**src/rtl/prio_irq_pkg.sv**
```systemverilog
package prio_irq_pkg;

    typedef enum logic [3:0] {
        OP_EOI_TOP   = 4'h1,
        OP_EOI_LVL   = 4'h2,
        OP_SET_LOW   = 4'h3,
        OP_ROT_EOI   = 4'h4,
        OP_MASK_SET  = 4'h5,
        OP_MASK_CLR  = 4'h6,
        OP_AUTO_ON   = 4'h7,
        OP_AUTO_OFF  = 4'h8,
        OP_SPMASK_ON = 4'h9,
        OP_SPMASK_OFF= 4'hA
    } cmd_op_e;

    typedef struct packed {
        logic eoi_top;
        logic eoi_lvl;
        logic set_low;
        logic mask_set;
        logic mask_clr;
        logic auto_on;
        logic auto_off;
        logic spmask_on;
        logic spmask_off;
    } cmd_act_t;

endpackage

```
**src/rtl/prio_irq_gate.sv**
```systemverilog
// Decides which unmasked requests may reach the processor: in nested
// operation only those ranked strictly above every in-service level.
module prio_irq_gate #(
    parameter int unsigned N_IRQ = 8,
    localparam int unsigned LW   = $clog2(N_IRQ)
) (
    input  logic [N_IRQ-1:0] elig_i,
    input  logic [N_IRQ-1:0] isr_i,
    input  logic [LW-1:0]    hi_i,
    input  logic             spmask_i,
    output logic [N_IRQ-1:0] fwd_o
);

    logic          isr_any;
    logic [LW-1:0] isr_rank;
    logic [LW-1:0] lvl_idx;
    logic [LW-1:0] lvl_rank;

    always_comb begin
        isr_any  = 1'b0;
        isr_rank = '0;
        lvl_idx  = '0;
        for (int k = 0; k < N_IRQ; k++) begin
            lvl_idx = LW'(hi_i + LW'(k));
            if (!isr_any && isr_i[lvl_idx]) begin
                isr_any  = 1'b1;
                isr_rank = LW'(k);
            end
        end
    end

    always_comb begin
        fwd_o    = '0;
        lvl_rank = '0;
        for (int l = 0; l < N_IRQ; l++) begin
            lvl_rank = LW'(LW'(l) - hi_i);
            fwd_o[l] = elig_i[l] & (spmask_i | !isr_any | (lvl_rank < isr_rank));
        end
    end

endmodule

```
**src/rtl/prio_irq_resolver.sv**
```systemverilog
// Circular priority search: starting at the highest level, returns the
// first set bit of the vector.
module prio_irq_resolver #(
    parameter int unsigned N_IRQ = 8,
    localparam int unsigned LW   = $clog2(N_IRQ)
) (
    input  logic [N_IRQ-1:0] vec_i,
    input  logic [LW-1:0]    hi_i,
    output logic             found_o,
    output logic [LW-1:0]    lvl_o
);

    logic [LW-1:0] idx;

    always_comb begin
        found_o = 1'b0;
        lvl_o   = '0;
        idx     = '0;
        for (int k = 0; k < N_IRQ; k++) begin
            idx = LW'(hi_i + LW'(k));
            if (!found_o && vec_i[idx]) begin
                found_o = 1'b1;
                lvl_o   = idx;
            end
        end
    end

endmodule

```
**src/rtl/prio_irq_cmd_dec.sv**
```systemverilog
// Turns one command strobe into action flags; unknown opcodes yield none.
module prio_irq_cmd_dec
    import prio_irq_pkg::*;
#(
    parameter int unsigned OP_W = 4
) (
    input  logic            valid_i,
    input  logic [OP_W-1:0] op_i,
    output cmd_act_t        act_o
);

    always_comb begin
        act_o = '0;
        if (valid_i) begin
            case (op_i)
                OP_EOI_TOP:    act_o.eoi_top    = 1'b1;
                OP_EOI_LVL:    act_o.eoi_lvl    = 1'b1;
                OP_SET_LOW:    act_o.set_low    = 1'b1;
                OP_ROT_EOI: begin
                    act_o.eoi_lvl = 1'b1;
                    act_o.set_low = 1'b1;
                end
                OP_MASK_SET:   act_o.mask_set   = 1'b1;
                OP_MASK_CLR:   act_o.mask_clr   = 1'b1;
                OP_AUTO_ON:    act_o.auto_on    = 1'b1;
                OP_AUTO_OFF:   act_o.auto_off   = 1'b1;
                OP_SPMASK_ON:  act_o.spmask_on  = 1'b1;
                OP_SPMASK_OFF: act_o.spmask_off = 1'b1;
                default:       act_o = '0;
            endcase
        end
    end

endmodule

```
**src/rtl/prio_irq_ctrl.sv**
```systemverilog
module prio_irq_ctrl
    import prio_irq_pkg::*;
#(
    parameter int unsigned N_IRQ = 8,
    parameter int unsigned OP_W  = 4,
    localparam int unsigned LVL_W = $clog2(N_IRQ)
) (
    input  logic             clk,
    input  logic             rst_n,
    input  logic [N_IRQ-1:0] irq_req_i,
    input  logic             cmd_valid_i,
    input  logic [OP_W-1:0]  cmd_op_i,
    input  logic [LVL_W-1:0] cmd_lvl_i,
    input  logic             inta_i,
    output logic             int_o,
    output logic             ack_vld_o,
    output logic [LVL_W-1:0] ack_lvl_o
);

    typedef struct packed {
        logic [N_IRQ-1:0] req;
        logic [N_IRQ-1:0] imr;
        logic [N_IRQ-1:0] isr;
        logic [LVL_W-1:0] low;
        logic             autoeoi;
        logic             spmask;
        logic             ack_vld;
        logic [LVL_W-1:0] ack_lvl;
    } state_t;

    state_t st_d, st_q;

    cmd_act_t         act;
    logic [LVL_W-1:0] hi;
    logic [N_IRQ-1:0] elig;
    logic [N_IRQ-1:0] fwd;
    logic             win_found;
    logic [LVL_W-1:0] win_lvl;
    logic             top_found;
    logic [LVL_W-1:0] top_lvl;
    logic             take;

    assign hi   = LVL_W'(st_q.low + 1'b1);
    assign elig = st_q.req & ~st_q.imr;

    prio_irq_cmd_dec #(.OP_W(OP_W)) u_dec (
        .valid_i (cmd_valid_i),
        .op_i    (cmd_op_i),
        .act_o   (act)
    );

    prio_irq_gate #(.N_IRQ(N_IRQ)) u_gate (
        .elig_i   (elig),
        .isr_i    (st_q.isr),
        .hi_i     (hi),
        .spmask_i (st_q.spmask),
        .fwd_o    (fwd)
    );

    prio_irq_resolver #(.N_IRQ(N_IRQ)) u_win (
        .vec_i   (fwd),
        .hi_i    (hi),
        .found_o (win_found),
        .lvl_o   (win_lvl)
    );

    prio_irq_resolver #(.N_IRQ(N_IRQ)) u_top (
        .vec_i   (st_q.isr),
        .hi_i    (hi),
        .found_o (top_found),
        .lvl_o   (top_lvl)
    );

    assign take = inta_i & win_found;

    always_comb begin
        st_d = st_q;

        // acknowledge path
        st_d.ack_vld = take;
        st_d.req     = irq_req_i;
        if (take) begin
            st_d.ack_lvl      = win_lvl;
            st_d.req[win_lvl] = 1'b0;
            if (!st_q.autoeoi) begin
                st_d.isr[win_lvl] = 1'b1;
            end
        end

        // command path, applied after the acknowledge update
        if (act.eoi_top && top_found) begin
            st_d.isr[top_lvl] = 1'b0;
        end
        if (act.eoi_lvl) begin
            st_d.isr[cmd_lvl_i] = 1'b0;
        end
        if (act.set_low) begin
            st_d.low = cmd_lvl_i;
        end
        if (act.mask_set) begin
            st_d.imr[cmd_lvl_i] = 1'b1;
        end
        if (act.mask_clr) begin
            st_d.imr[cmd_lvl_i] = 1'b0;
        end
        if (act.auto_on) begin
            st_d.autoeoi = 1'b1;
        end
        if (act.auto_off) begin
            st_d.autoeoi = 1'b0;
        end
        if (act.spmask_on) begin
            st_d.spmask = 1'b1;
        end
        if (act.spmask_off) begin
            st_d.spmask = 1'b0;
        end
    end

    always_ff @(posedge clk or negedge rst_n) begin
        if (!rst_n) begin
            st_q         <= '0;
            st_q.low     <= '1;
        end else begin
            st_q <= st_d;
        end
    end

    assign int_o     = win_found;
    assign ack_vld_o = st_q.ack_vld;
    assign ack_lvl_o = st_q.ack_lvl;

endmodule

```
**config.mk**
```make
export PLATFORM = sky130hd
export DESIGN_NAME = prio_irq_ctrl
export DESIGN_NICKNAME = d
export VERILOG_FILES = /design/src/rtl/prio_irq_pkg.sv /design/src/rtl/prio_irq_gate.sv /design/src/rtl/prio_irq_resolver.sv /design/src/rtl/prio_irq_cmd_dec.sv /design/src/rtl/prio_irq_ctrl.sv
export SDC_FILE = /design/constraint.sdc
export NUM_CORES = 1
export LEC_CHECK = 0
export BUFFER_PORTS_ARGS = -buffer_cell sky130_fd_sc_hd__buf_2
export CAP_MARGIN = 25
export CORE_MARGIN = 2
export CORE_UTILIZATION = 40
export CTS_CLUSTER_DIAMETER = 200
export CTS_CLUSTER_SIZE = 40
export DETAILED_ROUTE_END_ITERATION = 16
export SLEW_MARGIN = 10
export SYNTH_ARGS = -nofsm -noshare
export SYNTH_HDL_FRONTEND = slang
export SYNTH_HIERARCHICAL = 1
export SYNTH_SLANG_ARGS = --single-unit
export TNS_END_PERCENT = 5
```
**constraint.sdc**
```tcl
create_clock -name clk -period 6.4 [get_ports clk]
set_input_delay 0.64 -clock clk [delete_from_list [all_inputs] [get_ports clk]]
set_output_delay 0.64 -clock clk [all_outputs]
set_load 0.01 [all_outputs]
```
# Yosys cells after proc, flatten, opt, wreduce, memory -nomap -nowiden
# Cells that the tools add are included.
[op_classes] n_lt_le_gt_ge=22 addsub=16 bitwise_logic=29 n_eq_ne=10 n_mux=98 reduce_logical=37
[ops] op="two-way mux 3 bit" count=20
[ops] op="two-way mux 8 bit" count=7
[ops] op="two-way mux 1 bit" count=49
[ops] op="binary-select mux 1 bit (select 3 bit)" count=16
[ops] op="< comparator 3 x 4 -> 1 bit, second input constant" count=11
[ops] op="bitwise AND 8 bit" count=5
[ops] op="inverter 8 bit" count=4
[ops] op="< comparator 3 bit" count=8
[ops] op="logical AND 1 bit" count=18
[ops] op="== test 4 x 3 -> 1 bit, second input constant" count=4
[ops] op="OR 8 bit" count=2
[ops] op="zero test 1 bit" count=15
[ops] op="adder 3 bit, second input constant" count=4
[ops] op="== test 4 bit, second input constant" count=3
[ops] op="subtractor 3 bit, first input constant" count=4
[ops] op="bitwise AND 1 bit" count=9
[ops] op="demux 1 bit (select 3 bit)" count=3
[ops] op=">= comparator 3 x 1 -> 1 bit, second input constant" count=3
[ops] op="two-way mux 9 bit" count=1
[ops] op="OR 1 bit" count=9
[ops] op="== test 4 x 2 -> 1 bit, second input constant" count=2
[ops] op="adder 3 x 1 -> 3 bit, second input constant" count=2
[ops] op="adder 3 x 2 -> 3 bit, second input constant" count=2
[ops] op="subtractor 1 x 3 -> 3 bit, first input constant" count=2
[ops] op="5 further kinds" count=9
[word_totals] register_bits=33 inputBits=19 output_inout_bits=5

# Depth between registers and ports, before layout
[logic_depth] ltp_word=64 depth_mapped=25

# Modules after synthesis
# Netlist, hierarchy kept.
[by_module_without_submodules] mod="prio_irq_resolver" cells_each=121 seq_area_each_um2=0.0 area_each_um2=1081.0 instances=2
[by_module_without_submodules] mod="prio_irq_ctrl" cells_each=128 seq_area_each_um2=829.5 area_each_um2=1435.1 instances=1
[by_module_without_submodules] mod="prio_irq_gate" cells_each=114 seq_area_each_um2=0.0 area_each_um2=1033.5 instances=1
[by_module_without_submodules] mod="prio_irq_cmd_dec" cells_each=18 seq_area_each_um2=0.0 area_each_um2=102.6 instances=1

# Worst setup path after synthesis
# No wires, ideal clock.
[synth_path] path_kind="reg2reg" from="register st_q[6] (netlist name)" to="register st_q[15] (netlist name)" period_less_slack_ns=6.389 required_ns=6.296 t_arrival_ns=6.286 stages_incl_launch_ff=24 path_slack_ns=0.011 path_buffers=2 path_cell_list="dfstp_2 -> ha_1 -> clkbuf_1 -> inv_1 -> ha_1 -> buf_6 -> mux4_1 -> mux2_1 -> or2_2 -> o21bai_1 -> ha_1 -> inv_1 -> a2111oi_1 -> nor4b_1 -> mux2i_1 -> and3_2 -> o41a_1 -> o21ai_2 -> o311ai_1 -> o21ai_0 -> o21ai_1 -> and4bb_2 -> a31oi_1 -> a221oi_1"
[synth_lines] item="start: declaration" line_no="prio_irq_ctrl.sv:31" source="state_t st_d, st_q;"
[synth_lines] item="start signal: assignment" line_no="prio_irq_ctrl.sv:125" source="st_q <= st_d;"

# Worst setup path in the final report
[layout_path] from="register st_q[7] (netlist name)" to="output int_o"
[layout_via] elab_chain_cells=53 word_cells_on_any_way=125
[layout_lines] item="adder 3 x 1 -> 3 bit (*)" line_no="prio_irq_ctrl.sv:43" source="assign hi = LVL_W'(st_q.low + 1'b1);"
[layout_lines] item="net hi[1]" line_no="prio_irq_ctrl.sv:34" source="logic [LVL_W-1:0] hi;"
[layout_lines] item="parallel branches: the longest is 26 deep, another holds adder 3 x 1 -> 3 bit"
[layout_lines] item="OR 1 bit (*)" line_no="prio_irq_gate.sv:37" source="fwd_o[l] = elig_i[l] & (spmask_i | !isr_any | (lvl_rank < isr_rank));"
[layout_lines] item="bitwise AND 1 bit (*)" line_no="prio_irq_gate.sv:37"
[layout_lines] item="net fwd[3]" line_no="prio_irq_ctrl.sv:36" source="logic [N_IRQ-1:0] fwd;"
[layout_lines] item="binary-select mux 1 bit (select 3 bit)" line_no="prio_irq_resolver.sv:21" source="if (!found_o && vec_i[idx]) begin"
[layout_lines] item="two-way mux 1 bit (not written as such)" line_no="prio_irq_resolver.sv:21"
[layout_lines] item="[... 14 more ...]"
[layout_lines] item="logical AND 1 bit" line_no="prio_irq_resolver.sv:21"
[layout_lines] item="two-way mux 1 bit" line_no="prio_irq_resolver.sv:21"
[layout_lines] item="zero test 1 bit" line_no="prio_irq_resolver.sv:21"
[layout_lines] item="logical AND 1 bit" line_no="prio_irq_resolver.sv:21"
[layout_lines] item="two-way mux 1 bit" line_no="prio_irq_resolver.sv:21"
[layout_lines] item="zero test 1 bit" line_no="prio_irq_resolver.sv:21"
[layout_lines] item="logical AND 1 bit" line_no="prio_irq_resolver.sv:21"
[layout_lines] item="two-way mux 1 bit (*)" line_no="prio_irq_resolver.sv:21"
[layout_lines] item="end: declaration" line_no="prio_irq_ctrl.sv:15" source="output logic int_o,"
# Mark *: on every way through the listed nets, which the timed path passes. The select of a mux whose other input is x is not followed.

==> reports/qor.csv <==
metric;value;unit
status;complete, no violations;
nets@finish;562;
period utilisation layout;96.1;%
Worst Path Required;5.76;ns
M2 GR Usage;30.9;%
Cell Area, Placed;4970;µm²
clk_skew;0.00432;ns
initial antenna violation count;1;
DRC;0;
layout cells sized above 1;29.7;%
Post-Synth XOR/XNOR Area;2.04;%
Fmax;163;MHz
Tmin final;6.15;ns
total CTS buffers;5;
Syn Nets;537;
site row count;39;
Adder-Cell Fraction of Synth Area;4.23;%
crit end category;output pin;
Routed Antenna Nets;0;
GRT met3 Usage;2.09;%
root buffer cell;clkbuf_16;
hpwl dp;9.10;mm
Mapped Cells;502;
number of clock sinks;33;
Yosys reg bits;33;
Placer Congestion;0.884;
Hold Vio Cnt, Final;0;
Post-synth EDFFs;0;
post-synthesis simple-gate area fraction;16.4;%
width of the die;113;µm
I/O pin cnt;24;
n_diodes;0;
Port Buffers;23;
largest net degree at the start of global routing;41;
post-route design area;5320;µm²
Final Slew Violations;0;
WP data arrival;5.51;ns
worst min path class;input pin to async pin;
CP Class;register to output pin;
cell with the most instances after synthesis;nor2_1;
Async SR Flop Fraction;100;%
drt via density;6.43;
yosys warns;6;
worst-margin pin slew;0.710;ns
Compound-Gate Fraction of Synth Area;22.0;%
first-pass GRT wire length;20.4;mm
CTS tree;yes;
core area;11500;µm²
Final TNS setup;0;ns
vias in the first global route;4028;
Area growth syn-to-layout;12.3;%
Max H-tree Level;2;
initial DRC count;411;
Top Usage Layer GRT;met2;
Routed wire per std cell;18.9;µm
post-synthesis mux area share;31.0;%
DRT Wirelength;12.7;mm
dominant synthesized flop cell;dfrtp_1;
Initial DRT Pass Iterations;5;
list of most frequent post-synthesis cells;nor2_1, a21oi_1, nand2_1;
die area;12700;µm²
peak fanout along the critical path;7;
CTS max path bufs;2;
post-synth top area share;15.9;%
clock-pin slew on the worst setup and hold paths;0.05;ns
height of the die;113;µm
largest family of logic cells by synthesized area;multiplexers;
total grt overflow;0;
Starting Density;41.3;%
Max Cap Viol;0;
post-synthesis sequential area ratio;17.5;%
synth unique cells;72;
via count;4312;
final setup vio count;0;
Hold WS;0.413;ns
top post-synthesis cells by area;dfrtp_1, mux4_2, mux4_1;
slew margin rel.;52.7;%
Post-Syn Area;4730;µm²
Clk Latency, worst-skew pair;0.28;ns
overall fraction of global-route tracks in use;19.2;%
crit start category;register;
met1 usage;28.2;%
synthesized area per cell;9.43;µm²
post-synth top area cell;dfrtp_1;
## sequential cells by signal, summed over array words and instances, names as in the netlist
| register | count |
|---|---|
| ack_lvl_o | 3 |
| ack_vld_o | 1 |
| st_q | 29 |
## worst paths after layout
| path | startpoint | endpoint | slack [ns] | cells past startpoint |
|---|---|---|---|---|
| worst max-delay path | st_q[7] | int_o | 0.25 | 18 |
| worst min-delay path | rst_n | st_q[19] | 0.41 | 1 |
| worst max register to register | st_q[7] | st_q[14] | 0.27 | 23 |
| worst min register to register | ack_lvl_o[0] | ack_lvl_o[0] | 0.48 | 2 |
| max in group asynchronous | rst_n | st_q[13] | 5.53 | 1 |
| min in group clk | ack_lvl_o[0] | ack_lvl_o[0] | 0.48 | 2 |
## logic make-up (layout without fill, tap and decap cells)
logic type,count (synthesis),in the layout
muxes,82,82
and+or+nand+nor,150,150
buffers and inverters,62,87
AOI/OAI and AO/OA,148,149
xor gates and xnor gates,11,11
adders and majority gates,16,16
DFF,33,33
## per-stage QoR
stage          util [%]  std cells  worst slack (ns)
2_1_floorplan         -        502            0.0106
3_3_place_gp       43.3        655             0.169
3_5_place_dp       43.3        655            0.0655
4_1_cts            44.9        664            0.0738
5_1_grt            46.4        671           -0.0146
6_report           46.4        671             0.249
## layer usage
layer  vias to the layer above  share of wire [%]  routed length, µm
met2                       177                 47               5920
met4                         0                1.1                134
met3                        14                6.3                803
met1                      2112                 46               5820
li1                       2009                  -                  -
met5                         -                  0                  0
## area by class of cell
type | instances | area [µm²]
Fill cell | 1043 | 6150
Multi-Input combinational cell | 408 | 3740
Sequential cell | 33 | 830
Timing Repair Buffer | 45 | 280
Tap cell | 143 | 179
Clock buffer | 7 | 153
Inverter | 34 | 128
Clock inverter | 1 | 5.00
## critical path: stages, from the launching register on
cell,delay (ns)
dfstp_2,0.54
ha_2,0.29
inv_1,0.13
ha_4,0.19
mux4_1,0.57
mux2_1,0.36
or2_2,0.33
a311oi_4,0.31
inv_2,0.12
ha_1,0.31
nor2b_1,0.15
o21ai_2,0.20
o21ai_2,0.16
mux4_2,0.51
mux2_4,0.31
or2_1,0.28
nor3_2,0.18
nand2_2,0.13
buf_2,0.16
## repair_timing
| item | 4_1_cts | 5_1_grt |
|---|---|---|
| hold buffers | 0 | 0 |
| gates resized for setup | 4 | 29 |
| pin swaps | 1 | 2 |
| cloned | 0 | 1 |
| buffers inserted | 1 | 6 |
| endpoints found under the setup margin | 1 | 18 |
| endpoints found under the hold margin | 0 | 0 |
## layout by cell type, fill, tap and decap left out, types with 14 or more instances in the layout
cell	n
mux2_2	14
nor2b_1	21
a31oi_1	16
mux4_2	29
a21oi_1	34
dfrtp_1	30
nand2_1	34
buf_2	23
inv_1	30
mux2i_1	18
buf_4	22
o21ai_0	18
ha_1	14
nor2_1	43
Power is not shown: default switching activity piles up to over one toggle a cycle in this logic, so the estimate is an artifact.
